==> src/rtl/alu_cond_pkg.sv <==
package alu_cond_pkg;

  localparam logic [3:0] OP_SADD  = 4'd0;
  localparam logic [3:0] OP_SSUB  = 4'd1;
  localparam logic [3:0] OP_UADD  = 4'd2;
  localparam logic [3:0] OP_USUB  = 4'd3;
  localparam logic [3:0] OP_VADD  = 4'd4;
  localparam logic [3:0] OP_VSUB  = 4'd5;
  localparam logic [3:0] OP_LADD  = 4'd6;
  localparam logic [3:0] OP_LSUB  = 4'd7;
  localparam logic [3:0] OP_AND   = 4'd8;
  localparam logic [3:0] OP_OR    = 4'd9;
  localparam logic [3:0] OP_XOR   = 4'd10;
  localparam logic [3:0] OP_BOUND = 4'd11;

  localparam logic [3:0] CS_NEVER  = 4'd0;
  localparam logic [3:0] CS_ZERO   = 4'd1;
  localparam logic [3:0] CS_NZERO  = 4'd2;
  localparam logic [3:0] CS_LT     = 4'd3;
  localparam logic [3:0] CS_GE     = 4'd4;
  localparam logic [3:0] CS_LE     = 4'd5;
  localparam logic [3:0] CS_GT     = 4'd6;
  localparam logic [3:0] CS_OVF    = 4'd7;
  localparam logic [3:0] CS_INBND  = 4'd8;
  localparam logic [3:0] CS_OUTBND = 4'd9;
  localparam logic [3:0] CS_TAG    = 4'd10;
  localparam logic [3:0] CS_NTAG   = 4'd11;
  localparam logic [3:0] CS_KFAULT = 4'd12;
  localparam logic [3:0] CS_ALWAYS = 4'd13;

  typedef enum logic [2:0] {K_ARITH, K_BOUND, K_AND, K_OR, K_XOR, K_NONE} res_kind_e;
  typedef enum logic [1:0] {P_HOLD, P_CLEAR, P_FLAG} pend_sel_e;

  typedef struct packed {
    res_kind_e kind;
    logic      sub;
    logic      use_stored;
    pend_sel_e pend;
  } op_dec_t;

  function automatic op_dec_t decode_op(logic [3:0] op);
    op_dec_t d;
    d = '{kind: K_NONE, sub: 1'b0, use_stored: 1'b0, pend: P_HOLD};
    case (op)
      OP_SADD:  d = '{kind: K_ARITH, sub: 1'b0, use_stored: 1'b1, pend: P_CLEAR};
      OP_SSUB:  d = '{kind: K_ARITH, sub: 1'b1, use_stored: 1'b1, pend: P_CLEAR};
      OP_UADD:  d = '{kind: K_ARITH, sub: 1'b0, use_stored: 1'b1, pend: P_FLAG};
      OP_USUB:  d = '{kind: K_ARITH, sub: 1'b1, use_stored: 1'b1, pend: P_FLAG};
      OP_VADD:  d = '{kind: K_ARITH, sub: 1'b0, use_stored: 1'b0, pend: P_HOLD};
      OP_VSUB:  d = '{kind: K_ARITH, sub: 1'b1, use_stored: 1'b0, pend: P_HOLD};
      OP_LADD:  d = '{kind: K_ARITH, sub: 1'b0, use_stored: 1'b0, pend: P_CLEAR};
      OP_LSUB:  d = '{kind: K_ARITH, sub: 1'b1, use_stored: 1'b0, pend: P_CLEAR};
      OP_AND:   d.kind = K_AND;
      OP_OR:    d.kind = K_OR;
      OP_XOR:   d.kind = K_XOR;
      OP_BOUND: d = '{kind: K_BOUND, sub: 1'b1, use_stored: 1'b0, pend: P_HOLD};
      default:  d.kind = K_NONE;
    endcase
    return d;
  endfunction

endpackage

==> src/rtl/alu_arith_core.sv <==
module alu_arith_core
  import alu_cond_pkg::*;
#(
  parameter int WIDTH = 32
) (
  input  logic [3:0]       op,
  input  logic [WIDTH-1:0] left,
  input  logic [WIDTH-1:0] right,
  input  logic             stored_carry,
  output logic [WIDTH-1:0] res,
  output logic             flag,
  output logic             pend
);
  localparam int SUMW = WIDTH + 1;

  op_dec_t          dec;
  logic [WIDTH-1:0] rhs;
  logic             cin;
  logic [SUMW-1:0]  total;
  logic             uses_adder;

  assign dec        = decode_op(op);
  assign rhs        = dec.sub ? ~right : right;
  assign uses_adder = (dec.kind == K_ARITH) || (dec.kind == K_BOUND);

  // borrow-in is the stored carry, expressed to the adder as its inverse
  always_comb begin
    if (dec.use_stored) cin = dec.sub ? ~stored_carry : stored_carry;
    else                cin = dec.sub;
  end

  assign total = {1'b0, left} + {1'b0, rhs} + {{WIDTH{1'b0}}, cin};
  assign flag  = uses_adder & (dec.sub ? ~total[SUMW-1] : total[SUMW-1]);

  always_comb begin
    case (dec.kind)
      K_ARITH: res = total[WIDTH-1:0];
      K_BOUND: res = left;
      K_AND:   res = left & right;
      K_OR:    res = left | right;
      K_XOR:   res = left ^ right;
      default: res = '0;
    endcase
  end

  always_comb begin
    case (dec.pend)
      P_CLEAR: pend = 1'b0;
      P_FLAG:  pend = flag;
      default: pend = stored_carry;
    endcase
  end
endmodule

==> src/rtl/alu_cond_gen.sv <==
module alu_cond_gen
  import alu_cond_pkg::*;
#(
  parameter int               WIDTH        = 32,
  parameter int               TAG_BITS     = 3,
  parameter logic [WIDTH-1:0] KERNEL_LIMIT = WIDTH'(32'h0000_0400)
) (
  input  logic [3:0]       sel,
  input  logic [WIDTH-1:0] left,
  input  logic [WIDTH-1:0] right,
  input  logic [WIDTH-1:0] res,
  input  logic             flag,
  output logic             cond
);
  localparam int NPROBE = 3;
  localparam int MSB    = WIDTH - 1;

  logic [WIDTH-1:0]  probe [NPROBE];
  logic [NPROBE-1:0] tag_bad;
  logic              is_zero, lt, le, ovf, any_tag;

  assign probe[0] = left;
  assign probe[1] = right;
  assign probe[2] = res;

  for (genvar g = 0; g < NPROBE; g++) begin : g_tag
    logic [TAG_BITS-1:0] top;
    assign top        = probe[g][MSB -: TAG_BITS];
    assign tag_bad[g] = (|top) & ~(&top);
  end

  assign any_tag = |tag_bad;
  assign is_zero = (res == '0);
  assign lt      = flag ^ (left[MSB] ^ right[MSB]);
  assign le      = lt | is_zero;
  assign ovf     = (flag ^ res[MSB]) ^ (left[MSB] ^ right[MSB]);

  always_comb begin
    case (sel)
      CS_ZERO:   cond = is_zero;
      CS_NZERO:  cond = ~is_zero;
      CS_LT:     cond = lt;
      CS_GE:     cond = ~lt;
      CS_LE:     cond = le;
      CS_GT:     cond = ~le;
      CS_OVF:    cond = ovf;
      CS_INBND:  cond = ~flag;
      CS_OUTBND: cond = flag;
      CS_TAG:    cond = any_tag;
      CS_NTAG:   cond = ~any_tag;
      CS_KFAULT: cond = (res < KERNEL_LIMIT);
      CS_ALWAYS: cond = 1'b1;
      default:   cond = 1'b0;
    endcase
  end
endmodule

==> src/rtl/alu_carry_ctl.sv <==
module alu_carry_ctl (
  input  logic clk,
  input  logic rst,
  input  logic pend,
  input  logic reject,
  input  logic trap,
  output logic carry_q
);
  always_ff @(posedge clk) begin
    if (rst)                  carry_q <= 1'b0;
    else if (!reject && !trap) carry_q <= pend;
  end
endmodule

==> src/rtl/alu_cond_unit.sv <==
module alu_cond_unit #(
  parameter int               WIDTH        = 32,
  parameter int               TAG_BITS     = 3,
  parameter logic [WIDTH-1:0] KERNEL_LIMIT = WIDTH'(32'h0000_0400)
) (
  input  logic             clk,
  input  logic             rst,
  input  logic [3:0]       op_i,
  input  logic [3:0]       cond_sel_i,
  input  logic [WIDTH-1:0] left_i,
  input  logic [WIDTH-1:0] right_i,
  input  logic             reject_i,
  output logic [WIDTH-1:0] result_o,
  output logic             cond_o,
  output logic             carry_next_o,
  output logic             carry_o
);
  logic [WIDTH-1:0] res_c;
  logic             flag_c, pend_c, cond_c;

  alu_arith_core #(.WIDTH(WIDTH)) core_i (
    .op(op_i), .left(left_i), .right(right_i), .stored_carry(carry_o),
    .res(res_c), .flag(flag_c), .pend(pend_c)
  );

  alu_cond_gen #(.WIDTH(WIDTH), .TAG_BITS(TAG_BITS), .KERNEL_LIMIT(KERNEL_LIMIT)) cgen_i (
    .sel(cond_sel_i), .left(left_i), .right(right_i), .res(res_c),
    .flag(flag_c), .cond(cond_c)
  );

  alu_carry_ctl carry_i (
    .clk(clk), .rst(rst), .pend(pend_c), .reject(reject_i), .trap(cond_c),
    .carry_q(carry_o)
  );

  always_ff @(posedge clk) begin
    if (rst) begin
      result_o     <= '0;
      cond_o       <= 1'b0;
      carry_next_o <= 1'b0;
    end else begin
      result_o     <= res_c;
      cond_o       <= cond_c;
      carry_next_o <= pend_c;
    end
  end
endmodule

==> config.mk <==
export PLATFORM = sky130hd
export DESIGN_NAME = alu_cond_unit
export DESIGN_NICKNAME = d
export VERILOG_FILES = /design/src/rtl/alu_cond_pkg.sv /design/src/rtl/alu_arith_core.sv /design/src/rtl/alu_cond_gen.sv /design/src/rtl/alu_carry_ctl.sv /design/src/rtl/alu_cond_unit.sv
export SDC_FILE = /design/constraint.sdc
export NUM_CORES = 1
export LEC_CHECK = 0
export BUFFER_PORTS_ARGS = -buffer_cell sky130_fd_sc_hd__buf_4
export CAP_MARGIN = 25
export CORE_ASPECT_RATIO = 0.6
export CORE_MARGIN = 1
export CORE_UTILIZATION = 45
export DETAILED_ROUTE_END_ITERATION = 7
export GPL_ROUTABILITY_DRIVEN = 0
export GPL_TIMING_DRIVEN = 0
export PLACE_DENSITY_LB_ADDON = 0.05
export SLEW_MARGIN = 30
export SYNTH_ARGS = -nofsm -noshare
export SYNTH_HDL_FRONTEND = slang
export SYNTH_HIERARCHICAL = 1
export SYNTH_SLANG_ARGS = --single-unit
==> constraint.sdc <==
create_clock -name clk -period 16.9 [get_ports clk]
set_input_delay 1.69 -clock clk [delete_from_list [all_inputs] [get_ports clk]]
set_output_delay 1.69 -clock clk [all_outputs]
set_load 0.02 [all_outputs]
==> impl_metrics.toml, run 1 <==
[critical_path]
crit_path_end_kind = "register"
r2r-end = "carry_i/carry_q"
timing.rr.start = "carry_i/carry_q"
worstPathRequired_ps = 17120
cp_max_fo = 10
critPathKind = "in2reg"
crit_arrival_ps = 8370
reg2reg_slack_ps = 11230
r2r_cells = 21
cp-start-kind = "input port"

[run_status]
status = "finished clean"

[grt]
antenna_found_initial = 0
grt_pass1_vias = 5124
grt_use_met1_pct = 39.50
grt_use_total_pct = 27.75
grt_use_met3_pct = 4.467
busiest_layer = "met2"
met2_usage_pct = 43.00
grt_max_degree = 12
overflow = 0
grt_pass1_wl_um = 26100

[sta]
slew_viol_final = 0
rsz0062_at_grt = "no"
worstMarginPinSlew_ps = 1006
setup_viol = 0
finClkSkew_ps = 2.700
fin_crit_ps = 8155
setup_tns_ps = 0
slew_headroom_pct = 32.69
fin_crit_sh_pct = 48.25
fmax_mhz = 122.6
hold_viol = 0

[min_path]
holdCritPathClass = "reg2reg"
hold_start = "carry_i/carry_q"
hold_depth = 2
min_to = "carry_i/carry_q"

[logic_synthesis]
syn-num-nets = 868
async_reset_ff_share_pct = 0
yosys.area.top_type = "ha_1"
synth.avg_cell_area_sq_um = 7.630
synth_flop_cell = "dfxtp_1"
yosysSeqAreaShare_pct = 13.21
ys_types = 66
syn_inst = 695
synth_edf_count = 0
syn_area_sq_um = 5303
ys_top_cells_by_area = "ha_1, dfxtp_1, xnor2_1, a21oi_1, inv_1"
synth-seq-cells = 35
yosysWarnings = 6
synth.top_cell.area_share_pct = 22.65

[cells_and_area]
layout_common_cells = "buf_4, ha_1, inv_1"
nets = 982
final_common_cell = "buf_4"
diodes = 0
post-route-util_pct = 56.73
syn2layout_area_growth_pct = 21.68
fin_cells = 970
drive_gt1_share_pct = 17.65

[pwr]
power_frac_seq_pct = 21.7
power_frac_clock_pct = 20.6
power_leakage_nw = 3.015
powerDensity_nw_per_um2 = 68.82
ir_worst_vdd_mv = 0.03430
sw_frac_of_total_pct = 42.35
p_sw_mw = 0.1880
p_int_mw = 0.2560
share_comb_of_total_power_pct = 57.7

[floorplan]
die_y_um = 86.09
die_area_sq_um = 12240
coreArea_sq_um = 11370
rows = 30
initial_core_util_pct = 46.62
boundaryPins = 110
die_x_um = 142.1

[route]
wl_per_cell_um = 17.38
viasPerCell = 5.665
remaining_drc_errors = 0
drt_iter0_drc = 470
ant_nets = 0
first_pass_iters = 5
vias = 5495
drt_wl_total_um = 16860

[clock_network]
htree_levels = 2
cts.repair.resized = 0
clockBufferDepth = 2
root_buffer = "clkbuf_16"
postCtsSetupBuffers = 0
clock-sinks = 35
clk_pin_slew_ps = 60
insertion_delay_ps = 290
cts.hold.buffers_added = 0
cts_tree = "yes"
cts_buffers = 5

[placed_design]
dp_hpwl_um = 13470
port-buffer-count = 107
place_inst = 962

[flow_run]
drv_cap = 0
==> sequential cells by signal, summed over array words and instances, names as in the netlist <==
register,flops
carry_i/carry_q,1
carry_next_o,1
cond_o,1
result_o,32
==> metal layers <==
layer,routed length [um],up-vias
met5,0,-
met4,268,0
met3,1276,22
li1,-,2676
met2,7231,229
met1,8083,2568
==> Yosys cell counts (11+ instances only) <==
library cell and number:
ha_1 96, o21ai_0 38, nor2b_1 35, a221oi_1 12, nand2_1 32, inv_1 76, xnor2_1 55, a22oi_1 18
nor2_1 40, o211ai_1 21, clkbuf_1 23, nand3_1 12, a21oi_1 59, dfxtp_1 35, nor4_1 11
==> per-stage QoR <==
stage / worst slack (ps) / hold WS [ps] / power [mW] / cell area [sq um]
floorplan: 10170 / 584.0 / 0.2680 / 5303
global route: 8342 / 588.8 / 0.4744 / 6452
finish: 8745 / 551.0 / 0.4440 / 6452
global placement: 8671 / 529.7 / 0.3431 / 6306
CTS: 8817 / 553.5 / 0.4420 / 6446
detailed placement: 8565 / 544.2 / 0.3491 / 6306
==> worst max-delay path, stage by stage <==
cell	delay, ps
buf_4	120
clkbuf_1	240
nand2b_1	200
nand2_1	70
nand2_1	250
buf_1	670
xnor2_1	190
fa_1	500
fa_1	450
a21oi_1	280
o221a_2	270
nor3b_1	340
o21ai_1	220
nor2b_1	270
o21ai_1	140
xnor2_1	160
o21ai_0	130
nor4_1	470
nand4_1	260
or2_2	420
nor3b_1	160
o211ai_1	150
o2111ai_1	180
or3b_1	410
a21oi_1	140
==> area by class of cell <==
class                      count  area (sq um)
timing repair buffer         107         803.3
inverter                      76         285.3
fill                        1132          4921
buffer                        36         166.4
clock inverter                 3         15.01
clock buffer                   5         125.1
sequential                    35         700.7
multi-input combinational    548          4156
tap                          160         200.2
==> worst max path at each step <==
stage / end / startpoint / cells after the start / slack (ps)
2_1_floorplan: carry_i/carry_q / op_i[1] / 24 / 10170
3_3_place_gp: carry_i/carry_q / op_i[1] / 25 / 8670
3_5_place_dp: carry_i/carry_q / op_i[1] / 25 / 8570
4_1_cts: carry_i/carry_q / op_i[1] / 25 / 8820
5_1_grt: carry_i/carry_q / op_i[1] / 25 / 8340
6_report: carry_i/carry_q / op_i[1] / 25 / 8740
==> cells by family (layout without fill, tap and decap cells) <==
| logic type | Yosys count | in the layout | share of synthesized area, % |
|---|---|---|---|
| adders and majority gates | 98 | 98 | 23.41 |
| buffers and inverters | 112 | 227 | 8.518 |
| DFF | 35 | 35 | 13.21 |
| AOI/OAI and AO/OA | 207 | 207 | 25.72 |
| xor gates and xnor gates | 65 | 65 | 10.88 |
| and+or+nand+nor | 177 | 177 | 18.07 |
| muxes | 1 | 1 | 0.1888 |
==> power by group through the flow <==
stage / clock network [mW] / logic (mW) / registers [mW]
finish: 0.0913 / 0.256 / 0.0963
global route: 0.0967 / 0.280 / 0.0972
CTS: 0.0932 / 0.252 / 0.0965
detailed placement: 0 / 0.251 / 0.0983
global placement: 0 / 0.245 / 0.0977
floorplan: 0 / 0.157 / 0.111
No activity file was read; power rests on OpenSTA's default activity.
==> run 2, diff against run 1 <==
- ABC_AREA: unset -> 1
- clock period: 16.9 -> 7.5 ns (I/O delays scaled with it)
==> run 2 against run 1 <==
Hold slack got worse by 7.9 ps. Die area increased by 16%. Utilization decreased by 0.83 points. Critical path type unchanged. Largest power group unchanged.
==> impl_metrics.toml, run 2 <==
[cells_and_area]
regMostFlops = "result_o"
largest_reg_flops = 32
drive_gt1_share_pct = 12.58
final_common_cell = "nand2_1"
fillers = 1374
diodes = 0
fin_cells = 1362
nets = 1365
layout_common_cells = "nand2_1, inv_1, nor2_1"
seqCellArea_sq_um = 700.7
multi_input_area_sq_um = 4408
syn2layout_area_growth_pct = 19.12

[pwr]
ir_worst_vdd_mv = 0.08512
sw_frac_of_total_pct = 46.61
p_sw_mw = 0.4886
power_frac_seq_pct = 20.5
p_int_mw = 0.5597
share_comb_of_total_power_pct = 60.1
power_leakage_nw = 4.531
power_frac_clock_pct = 19.4
powerDensity_nw_per_um2 = 143.2
power_mw = 1.048

[placed_design]
port-buffer-count = 109
dp_hpwl_um = 16560
place_inst = 1355

[clock_network]
clock-sinks = 35
cts_tree = "yes"
cts.repair.resized = 0
postCtsSetupBuffers = 0
insertion_delay_ps = 280
htree_levels = 2
clk_pin_slew_ps = 50
clockBufferDepth = 2
cts_buffers = 5
root_buffer = "clkbuf_16"
cts.hold.buffers_added = 0

[route]
viasPerCell = 4.952
highest_layer = "met4"
first_pass_iters = 6
met1Wirelength_um = 10440
vias = 6745
drt_wl_total_um = 19800
wl_per_cell_um = 14.54
wl_met2_um = 7000
met3_length_um = 2245
remaining_drc_errors = 0
ant_nets = 0
drt_iter0_drc = 552

[logic_synthesis]
synth_flop_cell = "dfxtp_1"
synth.top_cell.area_share_pct = 19.79
syn-num-nets = 1249
yosysWarnings = 6
synth-seq-cells = 35
yosys-top-cells-count = "nand2_1, inv_1, nor2_1"
synth.avg_cell_area_sq_um = 5.711
synth_most_common_cell = "nand2_1"
yosysSeqAreaShare_pct = 11.40
ys_types = 35
synth_edf_count = 0
syn_area_sq_um = 6145
syn_inst = 1076
yosys.area.top_type = "nand2_1"
ys_top_cells_by_area = "nand2_1, ha_1, inv_1, dfxtp_1, nor2_1"
async_reset_ff_share_pct = 0

[sta]
slew_viol_final = 0
worstMarginPinSlew_ps = 695.7
fin_crit_sh_pct = 65.91
fin_crit_ps = 4943
rsz0062_at_grt = "no"
fmax_mhz = 202.3
setup_viol = 0
setup_tns_ps = 0
slew_headroom_pct = 53.62
hold_ws_ps = 543.1
finClkSkew_ps = 5.518
hold_viol = 0

[grt]
overflow = 0
grt_pass1_wl_um = 30850
grt_max_degree = 11
antenna_found_initial = 0
grt_use_total_pct = 28.32
grt_pass1_vias = 5765

[floorplan]
coreArea_sq_um = 13090
die_x_um = 152.9
boundaryPins = 110
initial_core_util_pct = 46.93
die_y_um = 92.52
die_area_sq_um = 14140
rows = 32

[critical_path]
cp_max_fo = 10
crit_arrival_ps = 5110
crit_path_end_kind = "register"
worstPathRequired_ps = 7670
cp-start-kind = "input port"
critPathKind = "in2reg"
timing.critical_path.mode_cell = "nand2_1"
cpPeakStageDelay_ps = 490
cpMaxStageDelayCell = "fa_1"

[run_status]
status = "finished clean"

[min_path]
holdCritPathClass = "reg2reg"

[flow_run]
drv_cap = 0
[run 2: path summary, 6_finish.rpt]
kind | depth (start not counted) | to | start | slack (ps)
worst max register to register | 27 | carry_i/carry_q | carry_i/carry_q | 3380
worst min register to register | 2 | carry_i/carry_q | carry_i/carry_q | 540
worst min-delay path | 2 | carry_i/carry_q | carry_i/carry_q | 540
worst max-delay path | 31 | carry_i/carry_q | op_i[2] | 2560
[run 2: critical path: cells and delay by family]
family	cells	cell delay [ps]
AO/OA/AOI/OAI	2	210
XOR/XNOR	1	120
adder cells (fa/ha/maj)	2	900
buffers and inverters	4	710
AND/OR/NAND/NOR	22	2380
[run 2: power by group through the flow]
stage | clock (mW) | combinational, mW | sequential, mW
floorplan | 0 | 0.375 | 0.247
finish | 0.203 | 0.630 | 0.215
global route | 0.217 | 0.704 | 0.217
CTS | 0.207 | 0.615 | 0.215
detailed placement | 0 | 0.612 | 0.219
global placement | 0 | 0.607 | 0.219
[run 2: area by class of cell]
| cell class | count | area share (%) |
|---|---|---|
| sequential | 35 | 9.573 |
| buffer | 23 | 1.949 |
| timing repair buffer | 109 | 11.18 |
| tap | 170 | 2.906 |
| clock buffer | 6 | 1.897 |
| inverter | 238 | 12.21 |
| multi-input combinational | 780 | 60.22 |
| clock inverter | 1 | 0.06838 |
[run 2: logic make-up (layout without fill, tap and decap cells)]
group	count (synthesis)	in the layout	synth area share (%)
compound gates	119	119	11.69
xor+xnor	34	34	4.846
fa+ha+maj	98	98	20.20
buf+inv	261	377	16.86
flops	35	35	11.40
simple gates	529	529	35.00
[run 2: routing by layer]
metal,global-route usage (%),vias to the layer above
met5,0,-
met4,4.125,0
met3,5.241,12
met2,38.07,281
met1,45.37,2905
li1,-,3547
[run 2: metrics by stage]
stage | utilization (%) | setup WS, ps | instance area (sq um)
6_report | 55.91 | 2557 | 7320
5_1_grt | 55.91 | 2128 | 7320
4_1_cts | 55.91 | 2667 | 7320
3_5_place_dp | 54.81 | 2407 | 7176
3_3_place_gp | 54.81 | 2423 | 7176
2_1_floorplan | - | 3328 | 6145
==> run 3, diff against run 2 <==
- clock period: 7.5 -> 4.45 ns (I/O delays scaled with it)
==> run 3 against run 2 <==
First-iteration DRC count is 9.8% higher. Register-to-register slack worse by 2800 ps. Total power increased by 70%. Wire length rose by 0.56%. Cell count grew 0.29%. Clock power up 68%. Utilization grew 0.75 points. Critical path depth is 2 higher. Design area up 1.4%. Die area stayed put.
==> impl_metrics.toml, run 3 (synthesized netlist as in run 2, its figures left out) <==
[run_status]
status = "finished clean"

[pwr]
power_leakage_nw = 4.568
ir_worst_vdd_mv = 0.1443
powerDensity_nw_per_um2 = 240.9

[cells_and_area]
drive_gt1_share_pct = 14.21
largest_reg_flops = 32
final_common_cell = "nand2_1"
syn2layout_area_growth_pct = 20.73
nets = 1369
post-route-util_pct = 56.66
diodes = 0
layout_common_cells = "nand2_1, inv_1, buf_4"
regMostFlops = "result_o"

[sta]
fin_crit_ps = 4069
worst_slack_ps = 381.4
slew_viol_final = 0
worstMarginPinSlew_ps = 707.4
fin_crit_sh_pct = 91.43
hold_viol = 0
finClkSkew_ps = 5.632
slew_headroom_pct = 52.84
setup_viol = 0
rsz0062_at_grt = "no"
fmax_mhz = 245.8

[route]
drt_iter0_drc = 606
viasPerCell = 4.987
wl_per_cell_um = 14.57
vias = 6812
ant_nets = 0
first_pass_iters = 5
remaining_drc_errors = 0
drt_wl_total_um = 19910

[critical_path]
worstPathRequired_ps = 4620
crit_path_end_kind = "register"
cpMaxStageDelayCell = "fa_1"
cpPeakStageDelay_ps = 390
crit_arrival_ps = 4240
timing.critical_path.mode_cell = "nand2_1"
cp_top_family = "simple AND/OR/NAND/NOR gates"
crit_buf_inv = 5
cp-start-kind = "input port"
critPathKind = "in2reg"
cp_max_fo = 4

[floorplan]
die_x_um = 152.9
initial_core_util_pct = 46.93
die_area_sq_um = 14140
coreArea_sq_um = 13090
rows = 32
boundaryPins = 110
die_y_um = 92.52

[grt]
grt_max_degree = 11
grt_pass1_vias = 5774
antenna_found_initial = 0
grt_use_total_pct = 28.31
grt_pass1_wl_um = 30860
overflow = 0

[flow_run]
drv_cap = 0

[min_path]
holdCritPathClass = "in2reg"

[clock_network]
insertion_delay_ps = 280
clk_pin_slew_ps = 50
cts_buffers = 5
clockBufferDepth = 2
cts_tree = "yes"
clock-sinks = 35
root_buffer = "clkbuf_16"
htree_levels = 2
cts.hold.buffers_added = 0

[placed_design]
dp_hpwl_um = 16560
place_ws_ps = -337.7
port-buffer-count = 109
==> run 3: final timing paths <==
path                    from         endpoint  slack [ps]  cells after the start
max                  op_i[2]  carry_i/carry_q         380                     33
min                      rst  carry_i/carry_q         430                      4
max reg2reg  carry_i/carry_q  carry_i/carry_q         620                     29
min reg2reg  carry_i/carry_q  carry_i/carry_q         540                      2
==> run 3: final cells by class <==
cell class,instances,area [sq um]
Inverter,238,893.4
Fill cell,1372,5674
Timing Repair Buffer,113,848.3
Tap cell,170,212.7
Buffer,23,157.7
Multi-Input combinational cell,780,4462
Clock buffer,6,138.9
Clock inverter,1,5.005
Sequential cell,35,700.7
==> run 3: stage by stage <==
step | TNS [ps] | hold slack [ps] | power, mW | area [sq um] | cells
floorplan | 0 | 580.1 | 1.049 | 6145 | 1076
global placement | -472.6 | 526.9 | 1.393 | 7176 | 1355
detailed placement | -491.1 | 533.1 | 1.401 | 7176 | 1355
CTS | 0 | 424.5 | 1.750 | 7326 | 1362
global route | 0 | 441.3 | 1.938 | 7418 | 1366
finish | 0 | 430.3 | 1.787 | 7418 | 1366
==> run 3: where the power goes <==
| group | leakage (nW) | internal, mW | total, mW | switching (mW) |
|---|---|---|---|---|
| Combinational | 4.21 | 0.384 | 1.08 | 0.698 |
| Sequential | 0.289 | 0.352 | 0.363 | 0.0111 |
| Clock | 0.0727 | 0.218 | 0.342 | 0.124 |
==> run 3: timing repair <==
| action | 4_1_cts | 5_1_grt |
|---|---|---|
| pin swaps | 0 | 5 |
| buffers inserted | 0 | 4 |
| setup endpoints to repair | 1 | 2 |
| resized for setup | 2 | 20 |
==> run 3: per-layer routing <==
metal	wire length (um)	part of all wire (%)	up-vias	track usage, %
li1	-	-	3558	-
met1	10420	52	2963	45.26
met2	7091	36	277	38.19
met3	2247	11	14	5.241
met4	149	0.75	0	4.125
met5	0	0	-	0
==> run 3: worst reg2reg max path, delay by kind of cell, from the launching register on <==
kind | cells | cell delay, ps
flip-flops | 1 | 380
XOR/XNOR | 1 | 170
buffers and inverters | 2 | 140
AND/OR/NAND/NOR | 24 | 2290
adder cells (fa/ha/maj) | 2 | 760
